[src/rtl/dsbuf_pkg.sv]
package dsbuf_pkg;

    typedef struct packed {
        logic [7:0] data;
        logic       par;
    } slot_t;

    typedef struct packed {
        logic ovf;
        logic udf;
        logic perr;
    } flags_t;

    function automatic logic odd_bit(input logic [7:0] b);
        return ~(^b);
    endfunction

endpackage

[src/rtl/byte_ring.sv]
module byte_ring
    import dsbuf_pkg::*;
#(
    parameter int DEPTH = 16,
    localparam int AW = $clog2(DEPTH),
    localparam int CW = $clog2(DEPTH + 1)
) (
    input  logic          clk,
    input  logic          rst_n,
    input  logic          flush,
    input  logic [1:0]    push_n,
    input  slot_t         push0,
    input  slot_t         push1,
    input  logic [1:0]    pop_n,
    output slot_t         head0,
    output slot_t         head1,
    output logic [CW-1:0] count
);

    typedef struct packed {
        logic [AW-1:0] wp;
        logic [AW-1:0] rp;
        logic [CW-1:0] cnt;
    } ring_t;

    ring_t ring_d, ring_q;
    slot_t mem_d [DEPTH];
    slot_t mem_q [DEPTH];
    logic [AW-1:0] wp_next1;
    logic [AW-1:0] rp_next1;

    assign wp_next1 = ring_q.wp + AW'(1);
    assign rp_next1 = ring_q.rp + AW'(1);

    always_comb begin
        ring_d = ring_q;
        mem_d  = mem_q;
        if (flush) begin
            ring_d.rp  = ring_q.wp;
            ring_d.cnt = '0;
        end else begin
            if (push_n != 2'd0) begin
                mem_d[ring_q.wp] = push0;
            end
            if (push_n == 2'd2) begin
                mem_d[wp_next1] = push1;
            end
            ring_d.wp  = ring_q.wp + AW'(push_n);
            ring_d.rp  = ring_q.rp + AW'(pop_n);
            ring_d.cnt = ring_q.cnt + CW'(push_n) - CW'(pop_n);
        end
    end

    always_ff @(posedge clk) begin
        if (!rst_n) begin
            ring_q <= '0;
            for (int i = 0; i < DEPTH; i++) begin
                mem_q[i] <= '0;
            end
        end else begin
            ring_q <= ring_d;
            mem_q  <= mem_d;
        end
    end

    assign head0 = mem_q[ring_q.rp];
    assign head1 = mem_q[rp_next1];
    assign count = ring_q.cnt;

endmodule

[src/rtl/lane_parity.sv]
module lane_parity
    import dsbuf_pkg::*;
#(
    parameter int LANES = 2
) (
    input  logic [LANES*8-1:0] wbytes,
    input  logic [LANES*8-1:0] rbytes,
    input  logic [LANES-1:0]   rpar,
    output logic [LANES-1:0]   gen_par,
    output logic [LANES-1:0]   mism
);

    for (genvar g = 0; g < LANES; g++) begin : g_lane
        assign gen_par[g] = odd_bit(wbytes[g*8 +: 8]);
        assign mism[g]    = odd_bit(rbytes[g*8 +: 8]) != rpar[g];
    end

endmodule

[src/rtl/burst_req.sv]
module burst_req #(
    parameter int DEPTH = 16,
    parameter int BURST = 8,
    localparam int CW = $clog2(DEPTH + 1)
) (
    input  logic [CW-1:0] count,
    input  logic          to_scsi,
    output logic          dreq
);

    logic [CW-1:0] free;

    assign free = CW'(DEPTH) - count;
    assign dreq = to_scsi ? (free >= CW'(BURST)) : (count >= CW'(BURST));

endmodule

[src/rtl/dma_scsi_buf.sv]
module dma_scsi_buf
    import dsbuf_pkg::*;
#(
    parameter int DEPTH = 16,
    parameter int BURST = 8
) (
    input  logic                         clk,
    input  logic                         rst_n,
    input  logic [1:0]                   bus_mode,
    input  logic                         par_gen,
    input  logic                         to_scsi,
    input  logic                         flush,
    input  logic                         err_clr,
    input  logic                         dma_wr,
    input  logic [15:0]                  dma_wdata,
    input  logic [1:0]                   dma_wpar,
    input  logic                         dma_rd,
    output logic [15:0]                  dma_rdata,
    output logic [1:0]                   dma_rpar,
    input  logic                         scsi_wr,
    input  logic [7:0]                   scsi_wdata,
    input  logic                         scsi_wpar,
    input  logic                         scsi_rd,
    output logic [7:0]                   scsi_rdata,
    output logic                         scsi_rpar,
    output logic [$clog2(DEPTH+1)-1:0]   count,
    output logic                         dreq,
    output logic                         ovf,
    output logic                         udf,
    output logic                         par_err
);

    localparam int CW = $clog2(DEPTH + 1);

    logic          wide;
    logic [1:0]    dma_n, wr_need, rd_need, push_n, pop_n;
    logic          wr_req, rd_req, wr_ok, rd_ok, bad_par;
    logic [CW-1:0] cnt, free;
    slot_t         push0, push1, head0, head1;
    logic [1:0]    gen_par, mism;
    flags_t        fl_d, fl_q;

    assign wide    = (bus_mode != 2'b00);
    assign dma_n   = wide ? 2'd2 : 2'd1;
    assign free    = CW'(DEPTH) - cnt;
    assign wr_req  = to_scsi ? dma_wr : scsi_wr;
    assign rd_req  = to_scsi ? scsi_rd : dma_rd;
    assign wr_need = to_scsi ? dma_n : 2'd1;
    assign rd_need = to_scsi ? 2'd1 : dma_n;
    assign wr_ok   = wr_req && !flush && (free >= CW'(wr_need));
    assign rd_ok   = rd_req && !flush && (cnt >= CW'(rd_need));
    assign push_n  = wr_ok ? wr_need : 2'd0;
    assign pop_n   = rd_ok ? rd_need : 2'd0;

    lane_parity #(.LANES(2)) par_i (
        .wbytes  (dma_wdata),
        .rbytes  ({head1.data, head0.data}),
        .rpar    ({head1.par, head0.par}),
        .gen_par (gen_par),
        .mism    (mism)
    );

    assign push0 = to_scsi ? {dma_wdata[7:0], (par_gen ? gen_par[0] : dma_wpar[0])}
                           : {scsi_wdata, scsi_wpar};
    assign push1 = {dma_wdata[15:8], (par_gen ? gen_par[1] : dma_wpar[1])};

    byte_ring #(.DEPTH(DEPTH)) ring_i (
        .clk    (clk),
        .rst_n  (rst_n),
        .flush  (flush),
        .push_n (push_n),
        .push0  (push0),
        .push1  (push1),
        .pop_n  (pop_n),
        .head0  (head0),
        .head1  (head1),
        .count  (cnt)
    );

    burst_req #(.DEPTH(DEPTH), .BURST(BURST)) req_i (
        .count   (cnt),
        .to_scsi (to_scsi),
        .dreq    (dreq)
    );

    assign bad_par = par_gen && !to_scsi && rd_ok && (mism[0] || (wide && mism[1]));

    always_comb begin
        fl_d = fl_q;
        if (err_clr) begin
            fl_d = '0;
        end
        if (wr_req && !flush && !wr_ok) begin
            fl_d.ovf = 1'b1;
        end
        if (rd_req && !flush && !rd_ok) begin
            fl_d.udf = 1'b1;
        end
        if (bad_par) begin
            fl_d.perr = 1'b1;
        end
    end

    always_ff @(posedge clk) begin
        if (!rst_n) begin
            fl_q <= '0;
        end else begin
            fl_q <= fl_d;
        end
    end

    assign scsi_rdata = head0.data;
    assign scsi_rpar  = head0.par;
    assign dma_rdata  = wide ? {head1.data, head0.data} : {8'h00, head0.data};
    assign dma_rpar   = wide ? {head1.par, head0.par} : {1'b0, head0.par};
    assign count      = cnt;
    assign ovf        = fl_q.ovf;
    assign udf        = fl_q.udf;
    assign par_err    = fl_q.perr;

endmodule

[config.mk]
export PLATFORM = sky130hd
export DESIGN_NAME = dma_scsi_buf
export DESIGN_NICKNAME = d
export VERILOG_FILES = /design/src/rtl/dsbuf_pkg.sv /design/src/rtl/byte_ring.sv /design/src/rtl/lane_parity.sv /design/src/rtl/burst_req.sv /design/src/rtl/dma_scsi_buf.sv
export SDC_FILE = /design/constraint.sdc
export NUM_CORES = 1
export LEC_CHECK = 0
export BUFFER_PORTS_ARGS = -buffer_cell sky130_fd_sc_hd__buf_4
export CAP_MARGIN = 10
export CORE_MARGIN = 2
export CORE_UTILIZATION = 56
export DETAILED_ROUTE_END_ITERATION = 16
export GPL_TIMING_DRIVEN = 0
export PLACE_DENSITY = 0.75
export SLEW_MARGIN = 15
export SYNTH_ARGS = -nofsm -noshare
export SYNTH_HDL_FRONTEND = slang
export SYNTH_SLANG_ARGS = --single-unit
[constraint.sdc]
create_clock -name clk -period 4 [get_ports clk]
set_input_delay 0.8 -clock clk [delete_from_list [all_inputs] [get_ports clk]]
set_output_delay 0.8 -clock clk [all_outputs]
set_load 0.1 [all_outputs]
==> flow_summary.json <==
{
  "grt_pass1_vias": 10500,
  "design_area_um2": 13000,
  "ys_types": 55,
  "coreArea_um2": 20100,
  "place_area_um2": 12200,
  "worst_slack_ns": 0.0578,
  "finalMaxSlewViolations": 0,
  "ctsHoldBuffers": 0,
  "area_growth_syn_to_layout_pct": 14.1,
  "start_util_pct": 56.6,
  "diodes": 0,
  "status": "completed",
  "drc": 0,
  "synth-edff-count": 0,
  "min_path_type": "register to register",
  "relSlewSlack_pct": 26.8,
  "globalplace.congestion": 1.00,
  "grt_start_max_net_pins": 17,
  "multi_input_area_um2": 7590,
  "clock_path_buffers": 2,
  "antenna_found_initial": 0,
  "setup-violations-final": 0,
  "path_cells": "ha_2 -> xor2_4 -> buf_4 -> mux4_1 -> nand3_1 -> nand4_1 -> nor2b_1 -> buf_4",
  "insertion_delay_ns": 0.45,
  "worst_pin_slew_ns": 1.09,
  "post-route-period-util_pct": 98.6,
  "ys_warn_count": 0,
  "die_area_um2": 21500,
  "crit_family": "simple AND/OR/NAND/NOR gates",
  "cts_root_buf": "clkbuf_16",
  "dp.cells": 1610,
  "first_pass_iters": 6,
  "critical_path_required_ns": 3.20,
  "via_per_inst": 6.77,
  "final_common_cell": "nand2_1",
  "pre_cts_ws_ns": -0.464,
  "maxCapViolations": 0,
  "syn_avg_cell_area_um2": 8.92,
  "postRouteAntennaNets": 0,
  "crit_path_end_kind": "output pin",
  "final_core_util_pct": 64.6,
  "min_period_ns": 3.94,
  "hold_violations": 0,
  "rsz0062_at_grt": "false",
  "holdWs_ns": 0.491,
  "finalNetCount": 1425,
  "worstPathMaxFanout": 4,
  "row_count": 52,
  "path_buf_inv": 2,
  "grt_pass1_wl_um": 64200,
  "fmax_ghz": 0.254,
  "drt-total-wl_um": 42600,
  "portBuffers": 64,
  "synth_area_um2": 11400,
  "cp_slowest_cell": "mux4_1",
  "arrival_ns": 3.14,
  "num_vias": 11100,
  "synthTopCellsByArea": "dfxtp_1 (28%), mux4_2 (9.3%), nand2_1 (7.0%), mux2i_1 (6.8%), mux4_1 (6.5%)",
  "slowest_delay_ns": 0.61,
  "finalPower_mw": 5.20,
  "cts_tree": "done",
  "p_leak_nw": 4.82,
  "critical_path_class": "register to output pin",
  "clk_pin_slew_worst_paths_ns": 0.07,
  "worst_ir_drop_vdd_uv": 332,
  "cp-start-kind": "register",
  "ys.flop_type": "dfxtp_1",
  "layout-drive-gt1-share_pct": 17.5,
  "cts_made_buffers": 17,
  "synth_nets": 1336,
  "syn_inst": 1276,
  "cts.sinks": 160,
  "wl_per_cell_um": 25.9,
  "htreeDepth": 4,
  "seq_area_frac_synth_pct": 28.2,
  "synthArstFlopShare_pct": 0,
  "grt.total_usage_pct": 39.9,
  "fin_tns_setup_ns": 0,
  "fillers": 1713,
  "fin_cells": 1647,
  "drt_iter0_markers": 1465,
  "powerDensity_nw_per_um2": 401,
  "synth_top_area_share_pct": 28.2,
  "rrSetupSlack_ns": 0.53,
  "cpMostUsedCell": "buf_4",
  "final_cell_mix": "nand2_1 (211), dfxtp_1 (160), o21ai_0 (90)",
  "dp_hpwl_um": 31600,
  "ys_ff_latch": 160,
  "gr-total-overflow": 0,
  "die_x_um": 147,
  "fin_skew_ns": 0.0110,
  "synth_area_leader_cell": "dfxtp_1",
  "ios": 75,
  "die_h_um": 147,
  "regArea_um2": 3200
}
==> cell usage after synthesis, types with 2 or more instances <==
cell / n
buf_4: 20
xnor2_1: 22
a21boi_0: 60
buf_6: 7
mux4_2: 47
nand3b_1: 10
inv_1: 25
nor2b_1: 14
nand3_1: 22
o22ai_1: 4
a21oi_1: 56
a32oi_1: 7
o21ai_0: 90
nor3_2: 3
clkbuf_1: 66
o2111ai_1: 4
ha_1: 17
mux4_1: 28
a22oi_1: 11
mux2_2: 9
nand2_1: 211
or3_1: 2
nor3_1: 49
and3_1: 2
a21boi_1: 6
o211ai_1: 48
buf_2: 16
mux2i_1: 77
or2_2: 3
dfxtp_1: 160
nand2b_1: 6
xnor3_1: 3
buf_1: 9
xnor2_2: 2
xor2_1: 8
nand2_2: 3
fa_1: 4
nand4_1: 2
a2111oi_4: 4
and2_1: 85
nor2_1: 40
==> path summary, 6_finish.rpt <==
check / start / to / cells after the start
max: ring_i.ring_q[6] / dma_rdata[10] / 8
min: ring_i.mem_q[18] / ring_i.mem_q[18] / 2
max reg2reg: ring_i.count[2] / ring_i.mem_q[94] / 10
min reg2reg: ring_i.mem_q[18] / ring_i.mem_q[18] / 2
==> worst min-delay path, stage by stage, from the launching register on <==
cell and delay (ns):
dfxtp_1 0.32, nand2_1 0.05, a21boi_0 0.07
==> report_power, final <==
group          total, mW  switching (mW)  internal, mW
logic               1.75            1.18         0.569
clock network       1.76           0.742          1.02
registers           1.69          0.0521          1.64
==> repair_timing <==
item,4_1_cts,5_1_grt
pin swaps,2,1
resized for setup,4,26
buffers inserted,3,3
setup endpoints to repair,3,101
cloned,0,0
==> state kept, by name (all words and copies together), names as in the netlist <==
name and count:
ring_i.ring_q 8, ring_i.count 5, par_err 1, ovf 1, udf 1, ring_i.mem_q 144
==> logic make-up (layout without fill, tap and decap cells) <==
group / Yosys count / after routing / share of synthesized area (%)
adders and majority gates: 21 / 21 / 2.57
muxes: 161 / 161 / 23.4
buffers and inverters: 145 / 246 / 6.08
and+or+nand+nor: 455 / 455 / 19.0
xor gates and xnor gates: 36 / 36 / 3.43
AOI/OAI and AO/OA: 298 / 298 / 17.3
DFF: 160 / 160 / 28.2
==> per-layer routing <==
| layer | vias up | routed length, µm | global-route usage, % |
|---|---|---|---|
| li1 | 4770 | - | - |
| met1 | 5232 | 16100 | 51.7 |
| met2 | 924 | 18600 | 61.1 |
| met3 | 217 | 5070 | 9.72 |
| met4 | 0 | 2820 | 23.4 |
| met5 | - | 0 | 0 |
==> area by class of cell <==
class | instances | area share, %
multi-input combinational | 971 | 58.4
sequential | 160 | 24.7
buffer | 118 | 4.62
timing repair buffer | 70 | 4.17
clock buffer | 20 | 3.52
tap | 270 | 2.60
clock inverter | 11 | 1.19
inverter | 27 | 0.781
Power figures use the tool's default switching activity.
